**src/rtl/duart_pwr_pkg.sv**
```systemverilog
package duart_pwr_pkg;
  typedef enum logic [1:0] {
    PS_ACTIVE  = 2'd0,
    PS_STANDBY = 2'd1,
    PS_WAKE    = 2'd2
  } pwr_state_e;

  typedef struct packed {
    logic go_standby;
    logic go_active;
    logic ack_flag;
  } cmd_req_t;
endpackage

```
**src/rtl/duart_pwr_cmd_dec.sv**
```systemverilog
module duart_pwr_cmd_dec
  import duart_pwr_pkg::*;
#(
  parameter int CODE_W = 4,
  parameter logic [CODE_W-1:0] STBY_CODE = 4'hC,
  parameter logic [CODE_W-1:0] ACT_CODE  = 4'hD,
  parameter logic [CODE_W-1:0] ACK_CODE  = 4'hE
) (
  input  logic              cmd_wr,
  input  logic              cmd_chan,
  input  logic [CODE_W-1:0] cmd_code,
  output cmd_req_t          req
);
  logic chan_a_wr;

  always_comb begin
    chan_a_wr      = cmd_wr && !cmd_chan;
    req.go_standby = chan_a_wr && (cmd_code == STBY_CODE);
    req.go_active  = chan_a_wr && (cmd_code == ACT_CODE);
    req.ack_flag   = chan_a_wr && (cmd_code == ACK_CODE);
  end
endmodule

```
**src/rtl/duart_pwr_wake_timer.sv**
```systemverilog
module duart_pwr_wake_timer #(
  parameter int WAKE_CYC = 92
) (
  input  logic clk,
  input  logic rst_n,
  input  logic start,
  input  logic run,
  output logic done
);
  localparam int CNT_W = $clog2(WAKE_CYC + 1);
  localparam logic [CNT_W-1:0] LAST = CNT_W'(WAKE_CYC - 1);

  logic [CNT_W-1:0] cnt_q, cnt_d;

  always_comb begin
    done  = run && (cnt_q == LAST);
    cnt_d = cnt_q;
    if (start)
      cnt_d = '0;
    else if (run && !done)
      cnt_d = cnt_q + 1'b1;
  end

  always_ff @(posedge clk or negedge rst_n) begin
    if (!rst_n) cnt_q <= '0;
    else        cnt_q <= cnt_d;
  end
endmodule

```
**src/rtl/duart_pwr_io_island.sv**
```systemverilog
module duart_pwr_io_island #(
  parameter int IO_W        = 8,
  parameter int SYNC_STAGES = 2
) (
  input  logic            clk,
  input  logic            rst_n,
  input  logic [IO_W-1:0] in_pins,
  output logic [IO_W-1:0] in_val,
  input  logic            out_wr,
  input  logic [IO_W-1:0] out_data,
  output logic [IO_W-1:0] out_port
);
  logic [IO_W-1:0] sync_q [SYNC_STAGES];
  logic [IO_W-1:0] out_d;

  for (genvar s = 0; s < SYNC_STAGES; s++) begin : g_sync
    always_ff @(posedge clk or negedge rst_n) begin
      if (!rst_n)      sync_q[s] <= '0;
      else if (s == 0) sync_q[s] <= in_pins;
      else             sync_q[s] <= sync_q[(s == 0) ? 0 : s-1];
    end
  end

  assign in_val = sync_q[SYNC_STAGES-1];

  always_comb out_d = out_wr ? out_data : out_port;

  always_ff @(posedge clk or negedge rst_n) begin
    if (!rst_n) out_port <= '0;
    else        out_port <= out_d;
  end
endmodule

```
**src/rtl/duart_pwr_ctrl.sv**
```systemverilog
module duart_pwr_ctrl
  import duart_pwr_pkg::*;
#(
  parameter int N_DOM    = 3,
  parameter int IO_W     = 8,
  parameter int WAKE_CYC = 92,
  parameter logic [3:0] STBY_CODE = 4'hC,
  parameter logic [3:0] ACT_CODE  = 4'hD,
  parameter logic [3:0] ACK_CODE  = 4'hE
) (
  input  logic             clk_osc,
  input  logic             rst_n,
  input  logic             cmd_wr,
  input  logic             cmd_chan,
  input  logic [3:0]       cmd_code,
  input  logic             irq_in,
  input  logic [IO_W-1:0]  in_pins,
  input  logic             out_wr,
  input  logic [IO_W-1:0]  out_data,
  output logic [N_DOM-1:0] clk_en,
  output logic             ready,
  output logic             regs_invalid,
  output logic             irq_out,
  output logic [IO_W-1:0]  in_val,
  output logic [IO_W-1:0]  out_port
);
  logic [1:0] rst_sync_q;
  logic       rst_s_n;

  always_ff @(posedge clk_osc or negedge rst_n) begin
    if (!rst_n) rst_sync_q <= 2'b00;
    else        rst_sync_q <= {rst_sync_q[0], 1'b1};
  end
  assign rst_s_n = rst_sync_q[1];

  cmd_req_t   req;
  pwr_state_e state_q, state_d;
  logic       wake_done;
  logic       flag_q, flag_d;
  logic       en_d;

  duart_pwr_cmd_dec #(
    .CODE_W(4), .STBY_CODE(STBY_CODE), .ACT_CODE(ACT_CODE), .ACK_CODE(ACK_CODE)
  ) u_dec (
    .cmd_wr(cmd_wr), .cmd_chan(cmd_chan), .cmd_code(cmd_code), .req(req)
  );

  duart_pwr_wake_timer #(.WAKE_CYC(WAKE_CYC)) u_timer (
    .clk(clk_osc), .rst_n(rst_s_n),
    .start((state_q == PS_STANDBY) && req.go_active),
    .run(state_q == PS_WAKE),
    .done(wake_done)
  );

  always_comb begin
    state_d = state_q;
    flag_d  = flag_q;
    unique case (state_q)
      PS_ACTIVE: begin
        if (req.go_standby) begin
          state_d = PS_STANDBY;
          flag_d  = 1'b1;
        end else if (req.ack_flag) begin
          flag_d  = 1'b0;
        end
      end
      PS_STANDBY: if (req.go_active) state_d = PS_WAKE;
      PS_WAKE:    if (wake_done)     state_d = PS_ACTIVE;
      default:    state_d = PS_ACTIVE;
    endcase
    en_d = (state_d == PS_ACTIVE);
  end

  always_ff @(posedge clk_osc or negedge rst_s_n) begin
    if (!rst_s_n) begin
      state_q <= PS_ACTIVE;
      flag_q  <= 1'b0;
    end else begin
      state_q <= state_d;
      flag_q  <= flag_d;
    end
  end

  for (genvar d = 0; d < N_DOM; d++) begin : g_dom_en
    always_ff @(posedge clk_osc or negedge rst_s_n) begin
      if (!rst_s_n) clk_en[d] <= 1'b1;
      else          clk_en[d] <= en_d;
    end
  end

  assign ready        = (state_q == PS_ACTIVE);
  assign regs_invalid = flag_q;
  assign irq_out      = irq_in && ready;

  duart_pwr_io_island #(.IO_W(IO_W), .SYNC_STAGES(2)) u_io (
    .clk(clk_osc), .rst_n(rst_s_n),
    .in_pins(in_pins), .in_val(in_val),
    .out_wr(out_wr), .out_data(out_data), .out_port(out_port)
  );
endmodule

```
**config.mk**
```make
export PLATFORM = sky130hd
export DESIGN_NAME = duart_pwr_ctrl
export DESIGN_NICKNAME = d
export VERILOG_FILES = /design/src/rtl/duart_pwr_pkg.sv /design/src/rtl/duart_pwr_cmd_dec.sv /design/src/rtl/duart_pwr_wake_timer.sv /design/src/rtl/duart_pwr_io_island.sv /design/src/rtl/duart_pwr_ctrl.sv
export SDC_FILE = /design/constraint.sdc
export NUM_CORES = 1
export LEC_CHECK = 0
export BUFFER_PORTS_ARGS = -buffer_cell sky130_fd_sc_hd__buf_2
export CORE_AREA = 5 5 65 67
export DETAILED_ROUTE_END_ITERATION = 8
export DIE_AREA = 0 0 70 72
export PLACE_DENSITY = 0.72
export RECOVER_POWER = 25
export SYNTH_ARGS = -nofsm -noshare
export SYNTH_HDL_FRONTEND = slang
export SYNTH_HIERARCHICAL = 1
export SYNTH_SLANG_ARGS = --single-unit
export TNS_END_PERCENT = 5
```
**constraint.sdc**
```tcl
create_clock -name clk_osc -period 1.07 [get_ports clk_osc]
set_input_delay 0.214 -clock clk_osc [delete_from_list [all_inputs] [get_ports clk_osc]]
set_output_delay 0.214 -clock clk_osc [all_outputs]
set_load 0.005 [all_outputs]
```
# == After elaboration in Yosys (flattened, before gate mapping) ==
# Cells that the tools add are included.
# W data, S select, Z words.
# classes
n_addsub,1
n_mul,0
div_mod_pow,0
magnitude_cmp,0
eq_ne,6
shifts,0
muxes,8
n_bitwise,0
reduce_logical,15
# ops
cell,n
$mux W7,2
$eq A4 B4 Y1 const B,3
$logic_and A1 B1 Y1,8
$add A7 B1 Y7 const B,1
$eq A7 B7 Y1 const B,1
$mux W2,3
$pmux W2 S3,1
$logic_not A2 Y1,2
$reduce_bool A2 Y1,2
$eq A2 B1 Y1 const B,1
$eq A2 B2 Y1 const B,1
$logic_not A1 Y1,2
$mux W1,2
$reduce_and A2 Y1,1
# word_totals
ff_bits,37
latch_bits,0
ram_bits,0
rom_bits,0
inputBits,26
output_inout_bits,22
word_cells,38
n_memories,0

# == Depth between registers and ports, before layout ==
# Gate-level depths: netlist of run 1.
# logic_depth
ltp_word,6
ltp_mapped,8
mapped_depth_nobuf,7

# == By module ==
# Netlist of run 1, hierarchy kept.
# modules_own_cells
mod,n_inst,cells_per_inst,area_each_um2,seq_area_each_um2
duart_pwr_io_island,1,41,792.0,600.6
duart_pwr_wake_timer,1,45,415.4,175.2
duart_pwr_ctrl,1,23,254.0,151.4
duart_pwr_cmd_dec,1,4,53.8,0.0

# == Worst setup path after synthesis of run 1 ==
# OpenSTA, ideal clock, no wires.
# synth_timing
kind,register to register
from,register u_timer.cnt_q[0]
to,register clk_en[2]
setup_time_ps,77
t_arrival_ps,1472
required_ps,993
setup_slack_ps,-479
path_stages_with_launch,6
path_buffers,0
period_less_slack_ps,1549
path_cell_list,dfrtp_1 -> ha_1 -> and2_1 -> and3_2 -> or3b_1 -> o21a_1
# synth_via
elab_chain_len,5
# synth_rtl
item,line,rtl
start: declaration,duart_pwr_wake_timer.sv:13,"logic [CNT_W-1:0] cnt_q, cnt_d;"
start signal: assignment,duart_pwr_wake_timer.sv:26,else cnt_q <= cnt_d;
$eq A7 B7 Y1,duart_pwr_wake_timer.sv:16,done = run && (cnt_q == LAST);
$logic_and A1 B1 Y1,duart_pwr_wake_timer.sv:16,
via wake_done,duart_pwr_ctrl.sv:38,logic wake_done;
$mux W2,duart_pwr_ctrl.sv:68,PS_WAKE: if (wake_done) state_d = PS_ACTIVE;
$pmux W2 S3,duart_pwr_ctrl.sv:58,unique case (state_q)
$logic_not A2 Y1,duart_pwr_ctrl.sv:71,en_d = (state_d == PS_ACTIVE);
via en_d,duart_pwr_ctrl.sv:40,logic en_d;
end signal: indexed assignment,duart_pwr_ctrl.sv:87,else clk_en[d] <= en_d;
end: declaration,duart_pwr_ctrl.sv:20,"output logic [N_DOM-1:0] clk_en,"
# The timed path passes the listed nets, and every way through them passes these cells.
# A chain may end at the register's enable or synchronous reset.

# == Worst setup path in the final report of run 1 ==
# layout_timing
from,register state_q[1]
to,output port irq_out
# layout_via
elab_chain_len,2
# layout_rtl
item,line,rtl
start: declaration,duart_pwr_ctrl.sv:37,"pwr_state_e state_q, state_d;"
start signal: assignment,duart_pwr_ctrl.sv:79,state_q <= state_d;
$logic_not A2 Y1,duart_pwr_ctrl.sv:91,assign ready = (state_q == PS_ACTIVE);
$logic_and A1 B1 Y1,duart_pwr_ctrl.sv:93,assign irq_out = irq_in && ready;
end: declaration,duart_pwr_ctrl.sv:23,"output logic irq_out,"
# No other way between the ends.

==> results of run 1 <==
registers in the layout (all words and copies together), names as in the netlist:
register / count
u_io/in_val: 8
u_io/out_port: 8
u_io/sync_q: 8
u_timer/cnt_q: 7
rst_sync_q: 2
state_q: 2
clk_en: 1
regs_invalid: 1
cells by family (layout without fill, tap and decap cells):
kind of cell	count (synthesis)	after routing	share of synthesized area
AOI/OAI and AO/OA	14	14	0.0619
adders and majority gates	1	1	0.00826
and+or+nand+nor	36	36	0.159
DFF	37	37	0.612
muxes	8	8	0.0793
buffers and inverters	14	89	0.0661
xor gates and xnor gates	2	2	0.0116
other	1	1	0.00247
metrics by stage:
stage	instance area [um^2]	cells	worst slack, ps	util	total power [uW]
3_3_place_gp	1870	214	-422	0.521	3220
3_5_place_dp	1870	214	-513	0.521	3320
4_1_cts	2090	235	-396	0.585	4490
6_report	2150	236	-396	0.600	4630
2_1_floorplan	1520	113	-405	-	2710
5_1_grt	2150	236	-459	0.600	4930
power groups by stage:
stage                     Sequential [uW]  Combinational (uW)  Clock (uW)
final                                1800                1810        1020
after global routing                 1830                1990        1100
after CTS                            1800                1650        1040
after detailed placement             1830                1500           0
after global placement               1810                1410           0
after floorplan                      1890                 821           0
layer usage:
layer	track usage	up-vias
li1	-	533
met1	0.144	538
met2	0.263	39
met3	0.0457	10
met4	0.0553	0
met5	0	-
synthesized netlist by cell type:
library cell	count
a31oi_1	1
or3_1	2
nor3_1	1
nand4b_4	1
buf_2	2
a41oi_1	1
and2_1	2
nand3_1	4
and4bb_4	1
xor2_1	2
nor2b_1	1
a21oi_1	3
or3b_1	2
o211ai_1	2
nor3b_2	2
conb_1	1
a21oi_2	1
a211o_1	1
nand2b_1	2
o21ai_0	3
inv_1	1
o21a_1	1
nor2_1	6
buf_6	1
ha_1	1
and3_2	1
dfrtp_1	36
nand4_1	4
nor3b_1	2
a22o_1	1
mux2_4	8
dfstp_2	1
buf_4	10
nand2_1	5
how the worst max path moves through the flow:
stage / slack (ps) / end / depth (start not counted)
3_3_place_gp: -420 / u_timer/cnt_q[1] / 9
3_5_place_dp: -510 / u_timer/cnt_q[0] / 9
2_1_floorplan: -410 / clk_en[2] / 5
4_1_cts: -400 / irq_out / 4
6_report: -400 / irq_out / 4
5_1_grt: -460 / irq_out / 4
what timing repair did:
item / 4_1_cts / 5_1_grt
resized for setup: 6 / 12
endpoints found under the setup margin: 25 / 33
endpoints found under the hold margin: 10 / 0
pin swaps: 6 / 6
hold buffers: 9 / 0
buffers inserted: 4 / 1
cell type report:
type                       instances  share of cell area
inverter                           1             0.00175
timing repair buffer              80               0.243
multi-input combinational         62               0.255
clock buffer                       6              0.0239
clock inverter                     2              0.0175
sequential                        37               0.432
tap                               48              0.0280
==> results.md, run 1 <==
- Status: finished with violations
- Failing checks: setup timing
- DR pass1 iterations: 4
- Unrepaired setup endpoints after global routing: yes
- Largest net degree at the start of global routing: 20
- Total GRT Usage: 0.140
- CP arrival: 1250 ps
- Final WL: 3220 um
- Logic pwr share: 0.392
- Met1 wire length: 1170 um
- Cell Rows: 22
- Tightest Pin Transition: 509 ps
- Clock Path Buffers: 2
- Final setup vio count: 24
- Final Wtd Congestion: 0.902
- Initial Util: 0.423
- Vias in the first global route: 1,223
- RR Endpoint: clk_en[2]
- Worst EP required: 860 ps
- Register area: 927 um^2
- Htree depth: 2
- Max IR drop VDD: 0.00100 V
- Core area: 3580 um^2
- Post-synth top area cell: dfrtp_1
- Clk pin slew, worst setup/hold paths: 110 ps
- Hold WC Path Type: in -> reg
- Die width: 70 um
- Chip height: 72 um
- CTS root buffer: clkbuf_4
- Area contributors post-synth: dfrtp_1 (59%), mux2_4 (7.9%), buf_4 (5.0%)
- CP peak stage delay: 430 ps
- Count of different cell masters after synthesis: 34
- Fin Hold WS: 91.7 ps
- Share of cells above drive strength 1: 0.559
- Routed wl met3: 205 um
- Synthesis warning total: 6
- Peak Freq: 682 MHz
- Buffers on Ports: 47
- FF-to-FF setup slack: -390 ps
- Avg Vias per Cell: 4.75
- Int Pwr: 3200 uW
- Final Max Slew Viols: 0
- Most frequent CP cell: buf_6
- Initial antenna violation count: 0
- CP cell instances: buf_6 -> nor2_4 -> and2_4 -> buf_6
- Register bit total from synthesis: 37
- Reg2reg path depth: 5
- Layout Nets: 214
- I/O pins: 48
- Final hold violation count: 0
- Final setup TNS: -4110 ps
- Avg Cell Area, Syn: 13.4 um^2
- Psw: 1420 uW
- Hold endpoint: u_io/out_port[0]
- Synthesized instance count: 113
- Min Tclk post-route: 1470 ps
- WHS Path Cells: 2
- Leak: 0.00103 uW
- R2r startpoint: u_timer/cnt_q[0]
- Filler Cell Count: 303
- Mapped cell area: 1520 um^2
- Sequential area share after synthesis: 0.612
- Via Count: 1,120
- CP Max Fanout: 3
- Clock Skews: 7.57 ps
- Worst path top cell family by delay: flip-flops
- Iteration-0 DRC Markers: 40
- Clk_lat worst skew: 340 ps
- # clock sinks: 37
- DR WL/cell: 13.7 um
- Mapped Nets: 140
- Routed wl met2: 1760 um
- Global-route wire length before repair: 5560 um
- CTS tree: yes
- PD cells: 2150 nW/um^2
- Total grt overflow: 0
- Worst Hold Launch: out_data[0]
- Commonest non-fill, non-tap cells in the layout: buf_2 (45), dfrtp_1 (36), buf_4 (21)
- CP max-delay cell: dfrtp_1
- Buffer and inverter count on the worst path: 2
- Multi-input logic area: 547 um^2
- Setup slack after layout: -396 ps
- Crit path launch type: flip-flop
- Dpl hpwl: 2280 um
- Max layer used: met4
- WS Path Type: reg -> out
- CP endpoint kind: primary output
- Switching share of power: 0.308
- DRC: 0
- TritonCTS Buffers: 5
- Sequential share of power: 0.389
- Syn-to-layout area delta: 41.8%
- Max-Cap Viols: 0
- Most common cell after layout, fill and taps aside: buf_2
- Yosys top cell area share: 0.595
- Slew margin rel.: 0.658
- Final worst path period share: 1.37
- Die area: 5040 um^2
- Antenna viol nets, final: 0
- Antenna diodes: 0
- Setup crit start: state_q[1]
- Clock share of power: 0.219
(Power assumes the default switching activity.)
==> run 2: changes to the inputs <==
--- a/config.mk
+++ b/config.mk
@@ -11,6 +11,7 @@
 export DIE_AREA = 0 0 70 72
 export PLACE_DENSITY = 0.72
 export RECOVER_POWER = 25
+export SETUP_SLACK_MARGIN = 0.05
 export SYNTH_ARGS = -nofsm -noshare
 export SYNTH_HDL_FRONTEND = slang
 export SYNTH_HIERARCHICAL = 1
==> run 2 against run 1 <==
The flow still finishes with violations (setup timing). Worst hold slack got worse by 0.93 ps. First-iteration DRC count increased by 28%. Sequential share of layout area increased by 0.15 points. Combinational power about the same. Die area unchanged. Total power decreased by 0.10%. Via count unchanged. Core utilization decreased by 0.21 points. Fmax about the same. Setup slack got worse by 1.4 ps. Critical path depth unchanged. Clock power about the same. Critical path type unchanged. Critical endpoint unchanged.
==> results.md, run 2 (synthesized netlist as in run 1, its figures left out) <==
- CP max-delay cell: dfrtp_1
- Met1 Use GR: 0.144 (unchanged)
- Worst Hold Launch: out_data[0]
- Avg Vias per Cell: 4.75 (unchanged)
- Vias in the first global route: 1,223 (unchanged)
- WS Path Type: reg -> out
- Clock Skews: 8.16 ps (+0.590 ps)
- Htree depth: 2 (unchanged)
- FF-to-FF setup slack: -390 ps (about the same)
- CTS root buffer: clkbuf_4
- Layout Nets: 214 (unchanged)
- Final WL: 3210 um (-0.40%)
- CTS tree: yes
- Clk_lat worst skew: 340 ps (about the same)
- Hold WC Path Type: in -> reg
- Total GRT Usage: 0.140 (unchanged)
- Dpl cells: 214 (unchanged)
- Setup crit start: state_q[1]
- TritonCTS Buffers: 5 (unchanged)
- CP peak stage delay: 430 ps (about the same)
- DR WL/cell: 13.6 um (-0.40%)
- Failing checks: setup timing
- DR pass1 iterations: 4 (unchanged)
- Initial Util: 0.423 (unchanged)
- Final hold violation count: 0 (unchanged)
- Min Tclk post-route: 1470 ps (+1.39 ps)
- GR Util met3: 0.0457 (unchanged)
- PD cells: 2160 nW/um^2 (+0.25%)
- Filler Cell Count: 306 (+0.99%)
- Share of cells above drive strength 1: 0.553 (-0.00532)
- Dpl hpwl: 2280 um (unchanged)
- Dpl ws: -513 ps (unchanged)
- Clock Path Buffers: 2 (unchanged)
- Most Crowded Layer GR: met2
- # clock sinks: 37 (unchanged)
- CP arrival: 1250 ps (about the same)
- Met2 Use GR: 0.263 (unchanged)
- Unrepaired setup endpoints after global routing: yes
- Buffers on Ports: 47 (unchanged)
- Die area: 5040 um^2 (unchanged)
- Max IR drop VDD: 0.00100 V (about the same)
- Cell Rows: 22 (unchanged)
- Total grt overflow: 0 (unchanged)
- Non-filler cells, final: 236 (unchanged)
- Worst EP required: 860 ps (about the same)
- Syn-to-layout area delta: 41.3%
- Global-route wire length before repair: 5560 um (unchanged)
- Status: finished with violations
- Antenna viol nets, final: 0 (unchanged)
- Commonest non-fill, non-tap cells in the layout: buf_2 (45), dfrtp_1 (36), buf_4 (21)
- Initial antenna violation count: 0 (unchanged)
- Core area: 3580 um^2 (unchanged)
- Crit path launch type: flip-flop
- Via Count: 1,120 (unchanged)
- Final Wtd Congestion: 0.902 (unchanged)
- CP cell instances: buf_6 -> nor2_4 -> and2_4 -> buf_6
- CP endpoint kind: primary output
- Most common cell after layout, fill and taps aside: buf_2
- Setup slack after layout: -398 ps (-1.39 ps)
- Chip height: 72 um (unchanged)
- Final setup vio count: 24 (unchanged)
- Most frequent CP cell: buf_6
- Die width: 70 um (unchanged)
- CP Max Fanout: 3 (unchanged)
- Final worst path period share: 1.37 (about the same)
- Peak Freq: 681 MHz (about the same)
- Largest net degree at the start of global routing: 20 (unchanged)
- Iteration-0 DRC Markers: 51 (+28%)
- R2r startpoint: u_timer/cnt_q[0]
- Leak: 0.00103 uW (-0.11%)
- Max-Cap Viols: 0 (unchanged)
- DRC: 0 (unchanged)
- Final Max Slew Viols: 0 (unchanged)
- Power Total: 4620 uW (-0.10%)
- Final setup TNS: -4190 ps (-83.0 ps)
- Clk pin slew, worst setup/hold paths: 110 ps (about the same)
- I/O pins: 48 (unchanged)
- Fin util: 0.598 (-0.00210)
- Antenna diodes: 0 (unchanged)
run 2: cell count changes in the layout (fill, tap and decap cells not counted):
| cell | previous run | this run |
|---|---|---|
| nand2b_1 | 1 | 2 |
| nand2b_4 | 1 | 0 |
run 2: layout make-up:
class / instances / area, um^2 / share of cell area
Timing Repair Buffer: 80 / 522 / 0.244
Clock buffer: 6 / 51.3 / 0.0240
Multi-Input combinational cell: 62 / 539 / 0.252
Sequential cell: 37 / 927 / 0.433
Inverter: 1 / 3.75 / 0.00175
Tap cell: 48 / 60.1 / 0.0281
Clock inverter: 2 / 37.5 / 0.0175
run 2: where the power goes:
| group | switching [uW] | leakage (uW) | total, uW | internal [uW] |
|---|---|---|---|---|
| logic | 812 | 0.000553 | 1800 | 991 |
| registers | 144 | 0.000434 | 1800 | 1660 |
| clock network | 464 | 0.0000445 | 1020 | 555 |
| total | 1420 | 0.00103 | 4620 | 3200 |
run 2: worst paths after layout:
kind                                    end  cells past startpoint
setup / recovery                    irq_out                      4
hold / removal             u_io/out_port[0]                      2
setup reg to reg                  clk_en[2]                      5
hold reg to reg                  state_q[1]                      0
max in group asynchronous   u_io/sync_q[12]                      1
min in group asynchronous        state_q[1]                      0
run 2: routing by layer:
layer	wire (um)	share of wire
met1	1170	0.36
met2	1780	0.55
met3	195	0.061
met4	68	0.021
met5	0	0
run 2: timing repair:
action,CTS,global route
hold buffers,9,0
gates resized for setup,6,11
endpoints found under the setup margin,32,33
pin swaps,7,5
setup buffers,4,1
cloned,0,0
endpoints found under the hold margin,10,0
run 2: through the flow:
step	hold slack (ps)	cell area (um^2)
global route	76.5	2140
global placement	-1.51	1870
finish	90.8	2140
floorplan	-81.6	1520
CTS	78.0	2090
detailed placement	2.33	1870
run 2: critical path, delay by kind of cell, from the launching register on:
kind	cells	cell delay [ps]
DFF	1	430
and+or+nand+nor	2	260
buffers and inverters	2	220
==> run 3: changes to the inputs <==
==> constraint.sdc (replaced) <==
create_clock -name clk_osc -period 1.19 [get_ports clk_osc]
set_input_delay 0.238 -clock clk_osc [delete_from_list [all_inputs] [get_ports clk_osc]]
set_output_delay 0.238 -clock clk_osc [all_outputs]
set_load 0.005 [all_outputs]
==> run 3 against run 2 <==
Core utilization shrank 1.0 points. Non-clock buffer count is the same. Global-route usage grew 0.80 points. First-iteration DRC count shrank 43%. Clock-buffer cell count shrank 1. The run still ends with setup timing left. Via count grew 1.2%. Clock skew shrank 4.8 ps. Design area shrank 1.8%. Combinational power shrank 11%. Register-to-register slack gained 120 ps.
==> results.md, run 3 (synthesized netlist as in run 1, its figures left out) <==
- Total grt overflow: 0 (unchanged)
- Syn-to-layout area delta: 38.8%
- Fin util: 0.588 (-0.0105)
- Buffers on Ports: 47 (unchanged)
- Peak Freq: 685 MHz
- Commonest non-fill, non-tap cells in the layout: buf_2 (46), dfrtp_1 (36), buf_4 (19)
- Min Tclk post-route: 1460 ps
- PD cells: 1820 nW/um^2 (-16%)
- Worst EP required: 1470 ps (+610 ps)
- Post-route cell area: 2100 um^2 (-1.8%)
- CTS root buffer: clkbuf_4
- Clock Skews: 3.33 ps (-4.84 ps)
- Failing checks: setup timing
- Leak: 0.00101 uW (-2.4%)
- Final WL: 3270 um (+1.8%)
- Clk_lat worst skew: 340 ps (about the same)
- Clock Path Buffers: 2 (unchanged)
- Cell Rows: 22 (unchanged)
- Dpl hpwl: 2340 um (+2.5%)
- Antenna diodes: 0 (unchanged)
- Most common cell after layout, fill and taps aside: buf_2
- DR pass1 iterations: 4 (unchanged)
- Global-route wire length before repair: 5710 um (+2.7%)
- Initial antenna violation count: 0 (unchanged)
- DR WL/cell: 13.9 um (+1.8%)
- Max-Cap Viols: 0 (unchanged)
- # clock sinks: 37 (unchanged)
- Clk pin slew, worst setup/hold paths: 110 ps (about the same)
- Final worst path period share: 1.23
- Largest net degree at the start of global routing: 36 (+80%)
- Final Max Slew Viols: 0 (unchanged)
- Unrepaired setup endpoints after global routing: yes
- CP arrival: 1740 ps (+490 ps)
- Via Count: 1,133 (+1.2%)
- CP endpoint kind: flip-flop
- Status: finished with violations
- Die area: 5040 um^2 (unchanged)
- Tightest Pin Transition: 751 ps
- Share of cells above drive strength 1: 0.548 (-0.00532)
- Vias in the first global route: 1,223 (unchanged)
- Core area: 3580 um^2 (unchanged)
- Final hold violation count: 0 (unchanged)
- CP Max Fanout: 2 (-1)
- Max IR drop VDD: 0.000821 V (-18%)
- Area after detailed placement: 1890 um^2 (+1.1%)
- Non-filler cells, final: 236 (unchanged)
- CTS tree: yes
- Crit path launch type: flip-flop
- Final Wtd Congestion: 0.732 (-19%)
- Slew margin rel.: 0.499
- Initial Util: 0.423 (unchanged)
- Dpl cells: 215 (+0.47%)
- Layout Nets: 214 (unchanged)
- Antenna viol nets, final: 0 (unchanged)
- DRC: 0 (unchanged)
- TritonCTS Buffers: 5 (unchanged)
- Avg Vias per Cell: 4.80 (+1.2%)
- Htree depth: 2 (unchanged)
- Final setup vio count: 15 (-38%)
- Hold WC Path Type: in -> reg
- I/O pins: 48 (unchanged)
- Chip height: 72 um (unchanged)
- Iteration-0 DRC Markers: 29 (-43%)
- Setup slack after layout: -269 ps (+128 ps)
- Total GRT Usage: 0.148 (+0.00798)
- WS Path Type: reg -> reg
- Die width: 70 um (unchanged)
==> run 3: metrics by stage <==
stage	TNS (ps)	hold slack (ps)	total power (uW)	setup slack, ps
CTS	-1820	103	3840	-286
global placement	-1870	22.6	2930	-278
finish	-2130	125	3830	-269
global route	-3120	94.8	4110	-332
floorplan	-1030	-57.6	2440	-285
detailed placement	-2450	26.5	3050	-385
==> run 3: worst max-delay path, cell delays in order, from the launching register on <==
cell     delay, ps
dfrtp_1        400
ha_2           190
and2_4         130
and3_4         170
or3b_4         380
o21a_1         120
==> run 3: worst paths after layout <==
kind | startpoint | end | slack (ps) | cells past startpoint
hold / removal | out_data[6] | u_io/out_port[6] | 120 | 2
hold reg to reg | u_io/sync_q[9] | u_io/in_val[1] | 360 | 0
min in group asynchronous | rst_n | rst_sync_q[1] | 200 | 2
setup reg to reg | u_timer/cnt_q[0] | clk_en[2] | -270 | 5
max in group asynchronous | rst_sync_q[1] | u_io/in_val[0] | 310 | 1
setup / recovery | u_timer/cnt_q[0] | clk_en[2] | -270 | 5
==> run 3: power breakdown <==
group / leakage (uW) / internal, uW / total [uW] / switching [uW]
Clock: 0.0000310 / 222 / 621 / 399
Sequential: 0.000434 / 1490 / 1610 / 121
Combinational: 0.000542 / 865 / 1600 / 738
==> run 3: per-layer routing <==
metal | GRT usage | share of wire
met1 | 0.155 | 0.37
met2 | 0.265 | 0.54
met3 | 0.0526 | 0.063
met4 | 0.0702 | 0.025
met5 | 0 | 0
==> run 3: area by class of cell <==
cell class,instances,area (um^2)
clock buffers,5,37.5
well taps,48,60.1
flip-flops and latches,37,927
clock inverters,3,17.5
multi-input cells,62,534
inverters,1,3.75
repair buffers,80,523
fillers,307,1480
==> run 3: what timing repair did <==
action / CTS / global route
resized for setup: 12 / 5
setup endpoints to repair: 13 / 24
setup buffers: 3 / 1
hold endpoints to repair: 10 / 0
pin swaps: 13 / 1
hold buffers: 9 / 0
